## config.mk

```make
export PLATFORM = sky130hd
export DESIGN_NAME = sft_timer
export DESIGN_NICKNAME = d
export VERILOG_FILES = /design/src/rtl/sft_pkg.sv /design/src/rtl/sft_target_map.sv /design/src/rtl/sft_halfbit_counter.sv /design/src/rtl/sft_timer.sv
export SDC_FILE = /design/constraint.sdc
export NUM_CORES = 1
export LEC_CHECK = 0
export BUFFER_PORTS_ARGS = -buffer_cell sky130_fd_sc_hd__buf_2
export CORE_AREA = 10 10 47 49
export CTS_CLUSTER_DIAMETER = 200
export DETAILED_ROUTE_END_ITERATION = 12
export DIE_AREA = 0 0 57 59
export MAX_ROUTING_LAYER = met4
export PLACE_DENSITY_LB_ADDON = 0.15
export SYNTH_ARGS = -nofsm -noshare
export SYNTH_HDL_FRONTEND = slang
export SYNTH_SLANG_ARGS = --single-unit
```

## constraint.sdc

```tcl
create_clock -name clk -period 1.9 [get_ports clk]
set_clock_uncertainty 0.15 [all_clocks]
set_input_delay 0.095 -clock clk [delete_from_list [all_inputs] [get_ports clk]]
set_output_delay 0.095 -clock clk [all_outputs]
set_load 0.05 [all_outputs]
```

## src/rtl/sft_pkg.sv

```systemverilog
package sft_pkg;

  localparam int unsigned CODE_W    = 3;
  localparam int unsigned NUM_CODES = 1 << CODE_W;

  typedef logic [CODE_W-1:0] sft_code_t;

  // Idle interval in half bit periods: code n -> 2n-1, code 0 -> default
  function automatic int unsigned sft_halves(input int unsigned code,
                                             input int unsigned def_bits);
    if (code == 0) return 2 * def_bits;
    return 2 * code - 1;
  endfunction

endpackage

```

## src/rtl/sft_target_map.sv

```systemverilog
module sft_target_map #(
  parameter int unsigned DEFAULT_BITS = 5,
  parameter int unsigned CW           = 4
) (
  input  sft_pkg::sft_code_t code,
  output logic [CW-1:0]      target
);

  logic [CW-1:0] tbl [sft_pkg::NUM_CODES];

  for (genvar g = 0; g < int'(sft_pkg::NUM_CODES); g++) begin : g_tbl
    assign tbl[g] = CW'(sft_pkg::sft_halves(g, DEFAULT_BITS));
  end

  assign target = tbl[code];

endmodule

```

## src/rtl/sft_halfbit_counter.sv

```systemverilog
module sft_halfbit_counter #(
  parameter int unsigned CW = 4
) (
  input  logic          clk,
  input  logic          rst_n,
  input  logic          clr,
  input  logic          inc,
  input  logic [CW-1:0] target,
  output logic [CW-1:0] cnt_q,
  output logic          reached
);

  logic [CW:0]   cnt_plus;
  logic [CW-1:0] cnt_d;

  assign cnt_plus = {1'b0, cnt_q} + {{CW{1'b0}}, 1'b1};
  assign reached  = inc && (cnt_plus >= {1'b0, target});

  always_comb begin
    cnt_d = cnt_q;
    if (clr)      cnt_d = '0;
    else if (inc) cnt_d = cnt_plus[CW-1:0];
  end

  always_ff @(posedge clk or negedge rst_n) begin
    if (!rst_n) cnt_q <= '0;
    else        cnt_q <= cnt_d;
  end

endmodule

```

## src/rtl/sft_timer.sv

```systemverilog
module sft_timer #(
  parameter int unsigned DEFAULT_BITS = 5
) (
  input  logic       clk,
  input  logic       rst_n,
  input  logic       half_tick,
  input  logic       line_hi,
  input  logic [2:0] sft_code,
  input  logic       start_opt,
  input  logic       som_req,
  input  logic       msg_end,
  input  logic       tx_begin,
  output logic       tx_ready
);

  localparam int unsigned MAX_HALVES =
    (2 * DEFAULT_BITS > 13) ? 2 * DEFAULT_BITS : 13;
  localparam int unsigned CW = $clog2(MAX_HALVES + 1);

  logic          arm_evt;
  logic          armed_q, armed_d;
  logic          ready_q, ready_d;
  logic          cnt_clr, cnt_inc, reached;
  logic [CW-1:0] target;
  logic [CW-1:0] cnt_q;

  // Start event depends on the selected mode
  assign arm_evt = start_opt ? msg_end : som_req;

  sft_target_map #(.DEFAULT_BITS(DEFAULT_BITS), .CW(CW)) u_map (
    .code   (sft_code),
    .target (target)
  );

  assign cnt_inc = armed_q && !ready_q && line_hi && half_tick &&
                   !arm_evt && !tx_begin;
  assign cnt_clr = arm_evt || tx_begin || !line_hi || reached;

  sft_halfbit_counter #(.CW(CW)) u_cnt (
    .clk     (clk),
    .rst_n   (rst_n),
    .clr     (cnt_clr),
    .inc     (cnt_inc),
    .target  (target),
    .cnt_q   (cnt_q),
    .reached (reached)
  );

  // Next-state: start event > transmit start > low line > interval done
  always_comb begin
    armed_d = armed_q;
    ready_d = ready_q;
    if (arm_evt) begin
      armed_d = 1'b1;
      ready_d = 1'b0;
    end else if (tx_begin) begin
      armed_d = 1'b0;
      ready_d = 1'b0;
    end else if (!line_hi) begin
      if (ready_q) begin
        ready_d = 1'b0;
        armed_d = 1'b1;
      end
    end else if (reached) begin
      ready_d = 1'b1;
      armed_d = 1'b0;
    end
  end

  always_ff @(posedge clk or negedge rst_n) begin
    if (!rst_n) begin
      armed_q <= 1'b0;
      ready_q <= 1'b0;
    end else begin
      armed_q <= armed_d;
      ready_q <= ready_d;
    end
  end

  assign tx_ready = ready_q;

endmodule

```

==> impl_results.md <==
* Nets at 99
* Seq cells post-synth at 6
* Yosys cell types at 24
* Initial drt markers at 6
* RSZ-0062 raised after global routing: false
* Worst vdd ir at 0.2236 mV
* Initial antenna violation count at 0
* Synthesized area at 544.3 um2
* Required @ worst endpoint at approximately 1.9 ns
* Routed vias at 453
* H-tree levels at 1
* CTS Sinks at 6
* Critical Path Sink Type: flop
* Pwr dens at 427.3 mW/mm2
* Type of origin of the critical path: flop
* Vias in the first global route at 454
* Clock buffer depth at 2
* Fin util at 0.5339
* Most common cell in the netlist: ha_1
* Outcome: finished, final reports clean
* Crit path from: u_cnt.cnt_q[0]
* Global-route wire length before repair at around 1800 um
* RR Startpoint: u_cnt.cnt_q[0]
* Initial DRT Pass Iterations at 4
* Fin crit share at 0.9502
* Async set-reset flop share out of synthesis at 1.000
* TritonCTS buffer count at 3
* Detailed-placement wirelength estimate at between 900 and 1000 um
* I/O Buffers at 11
* Slew @ Worst Pin at 0.4569 ns
* Number of flops mapped to enable cells by yosys at 0
* Total negative slack at 0 ns
* Worst Path Max Fanout at 4
* Largest net degree at the start of global routing at 7
* Clk root buf: clkbuf_4
* Filler Cells Inserted at 131
* Core Rows at 14
* Avg Cell Area, Syn at 9.384 um2
* Largest cells by area after synthesis: dfrtp_1, ha_1, mux2i_1, inv_1, nand2_1
* Yosys Warn Count at 0
* Syn Nets at 77
* Die H at ~60 um
* CTS tree: done
* Post-synth top cells: ha_1, inv_1, nand2_1
* Cell taking the most area after synthesis: dfrtp_1
* Register area share after synthesis at 0.2759
* Grt total ovfl at 0
* Leak pwr at 0.3805 nW
* Critical setup path kind: reg2reg
* Clock slew at reported path FFs at approximately 0.040 ns
* Area share of the leading cell type in the synthesized netlist at 0.2759
* Final setup violation count at 0
* Most used DFF post-synth: dfrtp_1
* Pins Over Slew Limit at 0
* Post-synthesis instance total at 58
* GPL Wtd Cong at about 0.7
* Max frequency at 553.9 MHz
* DR vias/cell at 4.819
* Post-route DRC at 0
* Final Hold Violating Endpoints at 0
* Syn-to-layout area delta at 37.47%
* Post-Place Cells at 89
* Layout cells sized above 1 at 0.4359
* I/O Pins at 12
* Die Area at 0.003363 mm2
* Max-Cap Viols at 0
* Routed wire length at 1125 um
* Total GRT Usage at 0.06652
* Worst Path Arrival at 1.81 ns
* Die Wd at 57 um
* Starting Density at 0.3884
* Clk_lat worst skew at 0.24 ns
* HP Class: in2async
* Slew headroom at 0.6946
* Antenna Violating Nets Remaining at 0
* Core area at 0.001401 mm2
* Antenna Cells at 0
* Routed len/inst at 11.97 um
* Final min period at 1.805 ns
* Non-Filler Instances at 94
sequential cells by signal, indices dropped and copies added, names as in the netlist:
register,cells
u_cnt.cnt_q,4
armed_q,1
tx_ready,1
final cells by class:
type / instances / area [um2] / area share
sequential: 6 / 150.1 / 0.2007
clock buffer: 3 / 22.52 / 0.03010
inverter: 7 / 26.28 / 0.03512
multi-input combinational: 44 / 419.2 / 0.5602
timing repair buffer: 18 / 110.1 / 0.1472
tap: 16 / 20.02 / 0.02676
per-stage QoR:
stage | setup slack (ns) | total power [mW] | hold WS, ns | cell area [um2]
after CTS | 0.001581 | 0.3177 | 0.04148 | 701.9
after global placement | -0.06801 | 0.1957 | -0.2245 | 653.1
after global routing | 0.003638 | 0.3392 | 0.07216 | 748.2
after floorplan | 0.04123 | 0.1725 | -0.3506 | 544.3
final | 0.09456 | 0.3197 | 0.05414 | 748.2
after detailed placement | -0.04030 | 0.1963 | -0.2267 | 653.1
what timing repair did:
item,CTS,global route
endpoints found under the setup margin,5,5
hold endpoints to repair,6,0
hold buffers,1,0
buffers inserted,1,0
pin swaps,1,7
cloned,0,0
resized for setup,2,7
layout by cell type, fill, tap and decap left out, types with 2 or more instances in the layout:
master,n
mux2i_1,3
clkbuf_4,3
inv_1,7
dfrtp_1,6
o21a_1,2
ha_1,6
buf_4,6
buf_2,11
nand2_1,7
o211ai_2,2
o21ai_0,2
o21ai_1,3
critical path, cell delays in order (launching register included):
cell	delay, ns
dfrtp_1	0.40
ha_2	0.37
ha_4	0.20
a211oi_4	0.28
o211ai_2	0.15
o21ai_1	0.17
routing by layer:
layer  vias to the layer above  part of all wire  global-route usage
met1                       202              0.45             0.07341
met5                         -                 0                   -
met2                         8              0.52              0.1054
met4                         0                 0             0.05034
met3                         0             0.028             0.01073
li1                        243                 -                   -
report_power, final:
part           leakage, nW  internal (mW)  switching, mW
clock network       0.0138         0.0710         0.0398
registers           0.0805          0.131        0.00250
logic                0.286         0.0384         0.0367
total                0.380          0.241         0.0790
final timing paths:
check / depth (start not counted) / slack, ns / to
min in group clk: 4 / 0.05 / u_cnt.cnt_q[1]
worst min register to register: 2 / 0.40 / u_cnt.cnt_q[1]
max in group asynchronous: 2 / 1.41 / armed_q
worst max-delay path: 5 / 0.09 / u_cnt.cnt_q[0]
worst max register to register: 5 / 0.09 / u_cnt.cnt_q[0]
worst min-delay path: 2 / 0.05 / u_cnt.cnt_q[0]
cells by family (layout without fill, tap and decap cells):
kind of cell | count (synthesis) | after routing | synth area share
AOI/OAI and AO/OA | 13 | 13 | 0.1770
xor gates and xnor gates | 2 | 2 | 0.03219
adders and majority gates | 8 | 8 | 0.1839
buffers and inverters | 8 | 28 | 0.05517
DFF | 6 | 6 | 0.2759
muxes | 3 | 3 | 0.05517
and+or+nand+nor | 18 | 18 | 0.2207
No activity file was read; power rests on OpenSTA's default activity.
